### src/rtl/intx_pkg.sv
package intx_pkg;
  localparam int REG_AW = 12;
  localparam int REG_DW = 32;

  localparam logic [REG_AW-1:0] OFS_DECODE = 12'h138;
  localparam logic [REG_AW-1:0] OFS_MASK   = 12'h13C;
  localparam logic [REG_AW-1:0] OFS_PHY    = 12'h144;
  localparam logic [REG_AW-1:0] OFS_CTL    = 12'h148;
  localparam logic [REG_AW-1:0] OFS_HEAD1  = 12'h158;
  localparam logic [REG_AW-1:0] OFS_HEAD2  = 12'h15C;

  localparam int BIT_INTX     = 16;
  localparam int BIT_MSI      = 17;
  localparam int BIT_LINK     = 11;
  localparam int BIT_BRIDGE   = 0;
  localparam int BIT_NONEMPTY = 18;
  localparam int BIT_OVF      = 19;
  localparam int LANE_LSB     = 27;
  localparam int LEVEL_BIT    = 29;
  localparam int VALID_BIT    = 31;

  typedef struct packed {
    logic [1:0] lane;
    logic       level;
  } intx_evt_t;

  typedef enum logic [2:0] {
    SEL_NONE, SEL_DECODE, SEL_MASK, SEL_PHY, SEL_CTL, SEL_HEAD1, SEL_HEAD2
  } reg_sel_e;

  function automatic reg_sel_e addr_select(input logic [REG_AW-1:0] a);
    case (a)
      OFS_DECODE: return SEL_DECODE;
      OFS_MASK:   return SEL_MASK;
      OFS_PHY:    return SEL_PHY;
      OFS_CTL:    return SEL_CTL;
      OFS_HEAD1:  return SEL_HEAD1;
      OFS_HEAD2:  return SEL_HEAD2;
      default:    return SEL_NONE;
    endcase
  endfunction

  function automatic logic [REG_DW-1:0] pack_head_word1(input intx_evt_t e);
    logic [REG_DW-1:0] w;
    w = '0;
    w[LANE_LSB +: 2] = e.lane;
    w[LEVEL_BIT]     = e.level;
    w[VALID_BIT]     = 1'b1;
    return w;
  endfunction

  function automatic logic [REG_DW-1:0] bit_at(input logic v, input int pos);
    logic [REG_DW-1:0] w;
    w = '0;
    w[pos] = v;
    return w;
  endfunction
endpackage

### src/rtl/intx_event_fifo.sv
module intx_event_fifo
  import intx_pkg::*;
#(
  parameter int DEPTH = 16,
  localparam int PTR_W = (DEPTH > 1) ? $clog2(DEPTH) : 1,
  localparam int CNT_W = $clog2(DEPTH + 1)
) (
  input  logic             clk,
  input  logic             rst_n,
  input  logic             push,
  input  intx_evt_t        push_evt,
  input  logic             pop_req,
  output logic             empty,
  output intx_evt_t        head_evt,
  output logic             push_ok,
  output logic             push_drop,
  output logic             pop_ok,
  output logic [CNT_W-1:0] fill
);
  localparam logic [PTR_W-1:0] LAST = PTR_W'(DEPTH - 1);

  function automatic logic [PTR_W-1:0] ptr_advance(input logic [PTR_W-1:0] p);
    return (p == LAST) ? '0 : p + 1'b1;
  endfunction

  function automatic logic [CNT_W-1:0] fill_of(input logic [PTR_W-1:0] w,
                                               input logic [PTR_W-1:0] r);
    if (w >= r) return CNT_W'(w) - CNT_W'(r);
    return CNT_W'(w) + CNT_W'(DEPTH) - CNT_W'(r);
  endfunction

  intx_evt_t        slots [DEPTH];
  logic [PTR_W-1:0] wr_ptr, rd_ptr;
  logic             full;

  assign empty     = (wr_ptr == rd_ptr);
  assign full      = (ptr_advance(wr_ptr) == rd_ptr);
  assign push_ok   = push && !full;
  assign push_drop = push && full;
  assign pop_ok    = pop_req && !empty;
  assign head_evt  = slots[rd_ptr];
  assign fill      = fill_of(wr_ptr, rd_ptr);

  always_ff @(posedge clk) begin
    if (!rst_n) begin
      wr_ptr <= '0;
      rd_ptr <= '0;
    end else begin
      if (push_ok) wr_ptr <= ptr_advance(wr_ptr);
      if (pop_ok)  rd_ptr <= ptr_advance(rd_ptr);
    end
  end

  always_ff @(posedge clk) begin
    if (push_ok) slots[wr_ptr] <= push_evt;
  end
endmodule

### src/rtl/intx_irq_status.sv
module intx_irq_status
  import intx_pkg::*;
(
  input  logic              clk,
  input  logic              rst_n,
  input  logic              clr_we,
  input  logic              mask_we,
  input  logic [REG_DW-1:0] wdata,
  input  logic              set_intx,
  input  logic              set_msi,
  input  logic              fifo_nonempty,
  output logic [REG_DW-1:0] decode_o,
  output logic [REG_DW-1:0] mask_o,
  output logic              irq_o
);
  logic [REG_DW-1:0] dec_q, mask_q, set_bits, clr_bits;

  assign set_bits = bit_at(set_intx, BIT_INTX) | bit_at(set_msi, BIT_MSI);
  assign clr_bits = clr_we ? wdata : '0;

  always_ff @(posedge clk) begin
    if (!rst_n) begin
      dec_q  <= '0;
      mask_q <= '0;
    end else begin
      dec_q <= (dec_q & ~clr_bits) | set_bits;
      if (mask_we) mask_q <= wdata;
    end
  end

  assign decode_o = dec_q | bit_at(fifo_nonempty, BIT_INTX);
  assign mask_o   = mask_q;
  assign irq_o    = |(decode_o & mask_q);
endmodule

### src/rtl/intx_port_ctrl.sv
module intx_port_ctrl
  import intx_pkg::*;
(
  input  logic              clk,
  input  logic              rst_n,
  input  logic              ctl_we,
  input  logic [REG_DW-1:0] wdata,
  input  logic              drop,
  output logic              bridge_en_o,
  output logic              ovf_o
);
  always_ff @(posedge clk) begin
    if (!rst_n) begin
      bridge_en_o <= 1'b0;
      ovf_o       <= 1'b0;
    end else begin
      if (ctl_we) bridge_en_o <= wdata[BIT_BRIDGE];
      if (drop)                         ovf_o <= 1'b1;
      else if (ctl_we && wdata[BIT_OVF]) ovf_o <= 1'b0;
    end
  end
endmodule

### src/rtl/pcie_intx_collector.sv
module pcie_intx_collector
  import intx_pkg::*;
#(
  parameter int FIFO_DEPTH = 16,
  localparam int CNT_W = $clog2(FIFO_DEPTH + 1)
) (
  input  logic        clk,
  input  logic        rst_n,
  input  logic        evt_valid,
  input  logic [1:0]  evt_lane,
  input  logic        evt_level,
  input  logic        msi_hit,
  input  logic        link_up,
  input  logic        reg_wr_valid,
  input  logic        reg_rd_valid,
  input  logic [11:0] reg_addr,
  input  logic [31:0] reg_wdata,
  output logic [31:0] reg_rdata,
  output logic        reg_rdata_valid,
  output logic        irq_o,
  output logic        mem_win_en_o
);
  reg_sel_e          sel;
  logic              wr_decode, wr_mask, wr_ctl, pop_req;
  logic              fifo_empty, push_ok, push_drop, pop_ok, ovf_flag;
  logic [CNT_W-1:0]  fill_count;
  intx_evt_t         in_evt, head_evt;
  logic [REG_DW-1:0] decode_val, mask_val, rd_mux, rdata_q;
  logic              rvalid_q;

  assign sel       = addr_select(reg_addr);
  assign wr_decode = reg_wr_valid && (sel == SEL_DECODE);
  assign wr_mask   = reg_wr_valid && (sel == SEL_MASK);
  assign wr_ctl    = reg_wr_valid && (sel == SEL_CTL);
  assign pop_req   = reg_wr_valid && ((sel == SEL_HEAD1) || (sel == SEL_HEAD2));
  assign in_evt    = '{lane: evt_lane, level: evt_level};

  intx_event_fifo #(.DEPTH(FIFO_DEPTH)) u_fifo (
    .clk       (clk),
    .rst_n     (rst_n),
    .push      (evt_valid),
    .push_evt  (in_evt),
    .pop_req   (pop_req),
    .empty     (fifo_empty),
    .head_evt  (head_evt),
    .push_ok   (push_ok),
    .push_drop (push_drop),
    .pop_ok    (pop_ok),
    .fill      (fill_count)
  );

  intx_irq_status u_status (
    .clk           (clk),
    .rst_n         (rst_n),
    .clr_we        (wr_decode),
    .mask_we       (wr_mask),
    .wdata         (reg_wdata),
    .set_intx      (push_ok),
    .set_msi       (msi_hit),
    .fifo_nonempty (!fifo_empty),
    .decode_o      (decode_val),
    .mask_o        (mask_val),
    .irq_o         (irq_o)
  );

  intx_port_ctrl u_ctrl (
    .clk         (clk),
    .rst_n       (rst_n),
    .ctl_we      (wr_ctl),
    .wdata       (reg_wdata),
    .drop        (push_drop),
    .bridge_en_o (mem_win_en_o),
    .ovf_o       (ovf_flag)
  );

  always_comb begin
    rd_mux = '0;
    case (sel)
      SEL_DECODE: rd_mux = decode_val;
      SEL_MASK:   rd_mux = mask_val;
      SEL_PHY:    rd_mux = bit_at(link_up, BIT_LINK);
      SEL_CTL:    rd_mux = bit_at(ovf_flag, BIT_OVF) | bit_at(!fifo_empty, BIT_NONEMPTY)
                         | bit_at(mem_win_en_o, BIT_BRIDGE);
      SEL_HEAD1:  rd_mux = fifo_empty ? '0 : pack_head_word1(head_evt);
      default:    rd_mux = '0;
    endcase
  end

  always_ff @(posedge clk) begin
    if (!rst_n) begin
      rdata_q  <= '0;
      rvalid_q <= 1'b0;
    end else begin
      rdata_q  <= reg_rd_valid ? rd_mux : '0;
      rvalid_q <= reg_rd_valid;
    end
  end

  assign reg_rdata       = rdata_q;
  assign reg_rdata_valid = rvalid_q;
endmodule

### config.mk
export PLATFORM = sky130hd
export DESIGN_NAME = pcie_intx_collector
export DESIGN_NICKNAME = d
export VERILOG_FILES = /design/src/rtl/intx_pkg.sv /design/src/rtl/intx_event_fifo.sv /design/src/rtl/intx_irq_status.sv /design/src/rtl/intx_port_ctrl.sv /design/src/rtl/pcie_intx_collector.sv
export SDC_FILE = /design/constraint.sdc
export NUM_CORES = 1
export LEC_CHECK = 0
export BUFFER_PORTS_ARGS = -buffer_cell sky130_fd_sc_hd__buf_2
export CAP_MARGIN = 20
export CORE_UTILIZATION = 50
export DETAILED_ROUTE_END_ITERATION = 7
export PLACE_DENSITY = 0.71
export SYNTH_ARGS = -nofsm -noshare
export SYNTH_HDL_FRONTEND = slang
export SYNTH_SLANG_ARGS = --single-unit
### constraint.sdc
create_clock -name clk -period 2.4 [get_ports clk]
set_input_delay 0.12 -clock clk [delete_from_list [all_inputs] [get_ports clk]]
set_output_delay 0.12 -clock clk [all_outputs]
set_load 0.1 [all_outputs]
==> results of run 1 <==
## final timing paths
| path | from | endpoint | slack, ps | cells past startpoint |
|---|---|---|---|---|
| worst max-delay path | u_fifo.wr_ptr[2] | irq_o | 90 | 5 |
| worst min-delay path | evt_valid | u_ctrl.ovf_o | 40 | 3 |
| worst max register to register | u_fifo.wr_ptr[0] | u_fifo.slots[8][0] | 250 | 7 |
| worst min register to register | u_status.dec_q[7] | u_status.dec_q[7] | 450 | 2 |
## state kept, by name, summed over array words and instances (netlist names), named ones only
name,flops
u_status.dec_q,32
reg_rdata,32
reg_rdata_valid,1
u_fifo.rd_ptr,4
u_ctrl.ovf_o,1
u_ctrl.bridge_en_o,1
u_status.mask_o,32
u_fifo.wr_ptr,4
u_fifo.slots,48
## cells by family after synthesis
family / share of synthesized area, %
mux: 6.12
compound gates: 15.3
buf+inv: 3.08
xor+xnor: 1.10
fa+ha+maj: 0.981
flops: 57.4
simple gates: 16.0
## cell type report
class | instances | area [sq um]
Clock inverter | 11 | 140
Sequential cell | 159 | 3670
Clock buffer | 21 | 462
Tap cell | 168 | 210
Timing Repair Buffer | 137 | 948
Multi-Input combinational cell | 378 | 2530
Inverter | 4 | 15.0
Fill cell | 949 | 4230
## cells in the mapped netlist (2+ instances only)
master,instances,share of area (%)
a221oi_1,5,0.69
a22o_1,3,0.41
nand2b_1,2,0.20
a21boi_0,24,2.8
a21boi_1,15,1.8
xor2_1,2,0.27
buf_2,7,0.55
nor2b_1,9,0.88
a2bb2oi_1,6,0.82
mux2i_1,12,1.9
nand2_1,80,4.7
clkbuf_1,22,1.3
buf_4,8,0.94
and3_1,13,1.3
inv_1,4,0.24
a31oi_1,2,0.20
or3b_2,2,0.27
nor2_1,35,2.1
o21a_1,5,0.59
mux4_2,12,4.2
nand4_1,5,0.49
ha_1,5,0.98
xnor2_1,6,0.82
nor4_4,3,1.0
nor3_1,4,0.31
nand3_1,33,2.6
a22oi_1,38,4.5
edfxtp_1,48,23
and2_1,8,0.78
dfxtp_1,111,35
a21oi_1,33,2.6
## worst max-delay path: cells and delay by family (launching register included)
kind | cells | cell delay, ps
AOI/OAI and AO/OA | 1 | 450
DFF | 1 | 370
and+or+nand+nor | 2 | 470
xor gates and xnor gates | 1 | 220
buffers and inverters | 1 | 250
## metrics by stage
stage          setup slack [ps]  instance area (sq um)  utilization [%]  power [mW]  hold slack [ps]
2_1_floorplan               261                   6380                -        3.01              207
3_3_place_gp                205                   7000             57.4        3.13              305
3_5_place_dp                164                   7000             57.4        3.13              310
4_1_cts                    4.19                   7970             65.2        5.89             19.4
5_1_grt                    5.75                   7980             65.3        6.04             70.7
6_report                   86.7                   7980             65.3        5.87             36.9
## timing repair
action,in CTS,in global routing
setup endpoints to repair,1,1
endpoints found under the hold margin,64,0
pin swaps,1,0
hold buffers,35,0
setup buffers,1,0
gates resized for setup,2,5
## power breakdown
| part | total [mW] | internal, mW | switching (mW) |
|---|---|---|---|
| Clock | 2.74 | 1.69 | 1.05 |
| Combinational | 0.318 | 0.145 | 0.172 |
| Sequential | 2.81 | 2.79 | 0.0191 |
## layer usage
metal	share of wire [%]	wire length [microns]	track usage, %
met1	42	6400	30.7
met2	50	7680	42.2
met3	6.3	970	5.69
met4	2.2	340	9.70
met5	0	0	0
==> flow_metrics.tcl, run 1 <==
set metrics [dict create \
    status "finished clean" \
    root_buffer "clkbuf_16" \
    crit_chain "xnor2_2, nand4_1, or2_2, a2111o_1, buf_4" \
    nets 756 \
    drv_slew 0 \
    synth_edf_count 48 \
    fin_crit_sh_pct 96.4 \
    drt-pass1-iter-count 5 \
    ys_seq_area_share_pct 57.4 \
    wl_mm 15.4 \
    tightest_slew_ps 762 \
    rsz0062_at_grt "false" \
    peakVddDrop_mv 0.485 \
    grt_pass1_wl_mm 24.6 \
    ys_seq_elements 159 \
    final_cells 878 \
    cts_made_buffers 17 \
    arrival_ps 2190 \
    fp.dieArea_sq_um 13200 \
    groute.usage.overall_pct 24.8 \
    startpoint_type "register" \
    finalSetupViolations 0 \
    syn_nets 638 \
    fin_crit_ps 2310 \
    rows 40 \
    cts_sinks 159 \
    async_flop_share_pct 0 \
    cts.path.max_buffers 2 \
    die_h_microns 115 \
    ant_nets 0 \
    final_cell_mix "dfxtp_1, buf_2, nand2_1" \
    fp.dieW_microns 115 \
    synth_warnings 0 \
    crit_type "reg -> out" \
    io_buffers 88 \
    core_area_sq_um 12200 \
    syn_inst 579 \
    synthFlopType "dfxtp_1" \
    grt_max_degree 83 \
    vias_per_cell 5.62 \
    wire_per_inst_microns 17.5 \
    slowest_stage "a2111o_1" \
    clk_latency_ps 430 \
    cts_tree "yes" \
    end_kind "output port" \
    clock.fmax_ghz 0.432 \
    grt_overflow 0 \
    dp.final_hpwl_mm 9.96 \
    powerDensity_nw_per_um2 736 \
    max_stage_delay_ps 450 \
    drtIter0Drc 388 \
    grt_pass1_vias 4938 \
    fin_setup_tns_ps 0 \
    critPathMaxFanout 9 \
    drc_errors 0 \
    antennaDiodeCount 0 \
    syn-mean-instance-area_sq_um 11.0 \
    ys_types 48 \
    syn_to_final_growth_pct 25.1 \
    critPathRequiredTime_ps 2280 \
    place_congestion 0.814 \
    finalHoldViolCount 0 \
    min_path_type "in -> reg" \
    numPlacedInstances 810 \
    fin_skew_ps 5.59 \
    relSlewSlack_pct 49.2 \
    start_util_pct 52.2 \
    pin_count 89 \
    max_cap_violations 0 \
    num_vias 4931 \
    clkSlewWorstSetupHoldPaths_ps 60 \
    antenna_found_initial 0 \
    drive_gt1_share_pct 22.4 \
    cts_htree_levels 4 \
    final_common_cell "dfxtp_1" \
    synth_area_sq_um 6380 \
    p_leak_nw 2.99 \
]
Power figures use the tool's default switching activity.
==> run 2: changes to the inputs <==
--- a/config.mk
+++ b/config.mk
@@ -7,8 +7,11 @@
 export LEC_CHECK = 0
 export BUFFER_PORTS_ARGS = -buffer_cell sky130_fd_sc_hd__buf_2
 export CAP_MARGIN = 20
+export CORE_MARGIN = 1.5
 export CORE_UTILIZATION = 50
+export CTS_BUF_LIST = sky130_fd_sc_hd__clkbuf_4 sky130_fd_sc_hd__clkbuf_8
 export DETAILED_ROUTE_END_ITERATION = 7
+export GPL_TIMING_DRIVEN = 1
 export PLACE_DENSITY = 0.71
 export SYNTH_ARGS = -nofsm -noshare
 export SYNTH_HDL_FRONTEND = slang
==> run 2 against run 1 <==
Register-to-register slack got worse by 70 ps. Non-clock buffer count increased by 1. Worst hold slack improved by 25 ps. Critical path depth unchanged. Sequential power about the same. Clock-buffer cell count decreased by 2. Sequential share of layout area increased by 1.4 points. Via count increased by 0.20%. Combinational power increased by 1%. Sequential cell count unchanged. Final area decreased by 2.8%. Critical path type unchanged.
==> flow_metrics.tcl, run 2 (synthesized netlist as in run 1, its figures left out) <==
set metrics [dict create \
    status "finished clean" \
    fin_skew_ps 5.87 \
    grt_max_degree 83 \
    clkSlewWorstSetupHoldPaths_ps 80 \
    powerDensity_nw_per_um2 660 \
    grt_overflow 0 \
    internal_power_mw 3.97 \
    top_register "u_fifo.slots" \
    min_path_type "in -> reg" \
    ant_nets 0 \
    relSlewSlack_pct 49.5 \
    fin_crit_ps 2320 \
    placed_cell_area_sq_um 6970 \
    power_frac_comb_pct 6.3 \
    grt_use_met2_pct 40.4 \
    groute.usage.overall_pct 24.0 \
    startpoint_type "register" \
    end_kind "output port" \
    multi_input_area_sq_um 2530 \
    largest_reg_flops 48 \
    power.switching_mw 1.15 \
    critPathRequiredTime_ps 2280 \
    drtIter0Drc 350 \
    ff2ff_path_depth 7 \
    finalSetupViolations 0 \
    use_met3_pct 5.81 \
    drive_gt1_share_pct 22.5 \
    cts_made_buffers 17 \
    fin_ws_ps 76.0 \
    io_buffers 88 \
    core_area_sq_um 12500 \
    die_h_microns 116 \
    regToRegEndpoint "u_fifo.slots[12][1]" \
    drt-pass1-iter-count 5 \
    grt-busiest-layer "met2" \
    grt_pass1_wl_mm 24.2 \
    final_cell_mix "dfxtp_1, buf_2, nand2_1" \
    cts_tree "yes" \
    slowest_stage "a2111o_1" \
    start_util_pct 51.0 \
    grt_pass1_vias 4962 \
    finalHoldViolCount 0 \
    syn_to_final_growth_pct 21.6 \
    fin_area_sq_um 7750 \
    arrival_ps 2200 \
    clkPwrFrac_pct 38.9 \
    crit_type "reg -> out" \
    cp.depth 5 \
    peakVddDrop_mv 0.430 \
    max_cap_violations 0 \
    root_buffer "clkbuf_8" \
    crit_end "irq_o" \
    rows 41 \
    worstReg2RegStart "u_fifo.wr_ptr[0]" \
    final_common_cell "dfxtp_1" \
    drc_errors 0 \
    antenna_found_initial 0 \
    dp.final_hpwl_mm 10.0 \
    fin_crit_sh_pct 96.8 \
    max_stage_delay_ps 440 \
    pin_count 89 \
    regArea_sq_um 3680 \
    fp.dieArea_sq_um 13400 \
    crit_chain "xnor2_2, nand4_1, or2_2, a2111o_1, buf_4" \
    crit_path_start "u_fifo.wr_ptr[2]" \
    critPathMaxFanout 9 \
    fp.dieW_microns 116 \
    num_vias 4941 \
    rsz0062_at_grt "false" \
    nets 757 \
    final_core_util_pct 62.0 \
    p_leak_nw 2.88 \
    worstHoldStart "evt_lane[0]" \
    cp_num_buf_inv 1 \
    r2r_slack_ps 180 \
    vias_per_cell 5.60 \
    tightest_slew_ps 757 \
    cts.path.max_buffers 2 \
    holdWs_ps 62.3 \
    fin_setup_tns_ps 0 \
    numPlacedInstances 814 \
    hold_depth 1 \
    pre_cts_ws_ps 186 \
    cts_htree_levels 4 \
    antennaDiodeCount 0 \
    wl_mm 15.5 \
    cp_top_family "simple AND/OR/NAND/NOR gates" \
    fillers 1045 \
    clk_latency_ps 460 \
    place_congestion 0.794 \
    clock.fmax_ghz 0.430 \
    cts_sinks 159 \
    wire_per_inst_microns 17.5 \
    use_met1_pct 28.9 \
    seqPwrFrac_pct 54.8 \
    swShare_pct 22.5 \
    drv_slew 0 \
    power_mw 5.12 \
    final_cells 883 \
]
## run 2: power groups by stage
stage	Sequential, mW	Combinational, mW	Clock, mW
after global placement	2.87	0.261	0
after floorplan	2.87	0.142	0
after detailed placement	2.87	0.266	0
after global routing	2.81	0.348	2.12
after CTS	2.81	0.318	2.02
final	2.81	0.322	1.99
## run 2: metal layers
| metal | routed length (microns) | vias up |
|---|---|---|
| li1 | - | 2348 |
| met1 | 6430 | 2387 |
| met2 | 7750 | 172 |
| met3 | 945 | 34 |
| met4 | 364 | 0 |
| met5 | 0 | - |
## run 2: worst min path at each step
stage,end,slack [ps]
6_report,u_fifo.slots[11][1],60
5_1_grt,u_fifo.slots[9][0],60
4_1_cts,u_fifo.slots[11][0],30
3_5_place_dp,u_status.dec_q[5],310
3_3_place_gp,u_status.dec_q[7],300
2_1_floorplan,u_status.dec_q[15],210
## run 2: what timing repair did
item                                    4_1_cts  5_1_grt
pin swaps                                     1        0
buffers inserted                              1        0
hold buffers                                 36        0
resized for setup                             7        4
endpoints found under the setup margin        1        1
hold endpoints to repair                     67        0
## run 2: cell type report
cell class	count	share of cell area [%]
Sequential cell	159	47.4
Multi-Input combinational cell	378	32.7
Timing Repair Buffer	138	11.9
Clock buffer	19	3.21
Tap cell	172	2.78
Clock inverter	13	1.86
Inverter	4	0.194
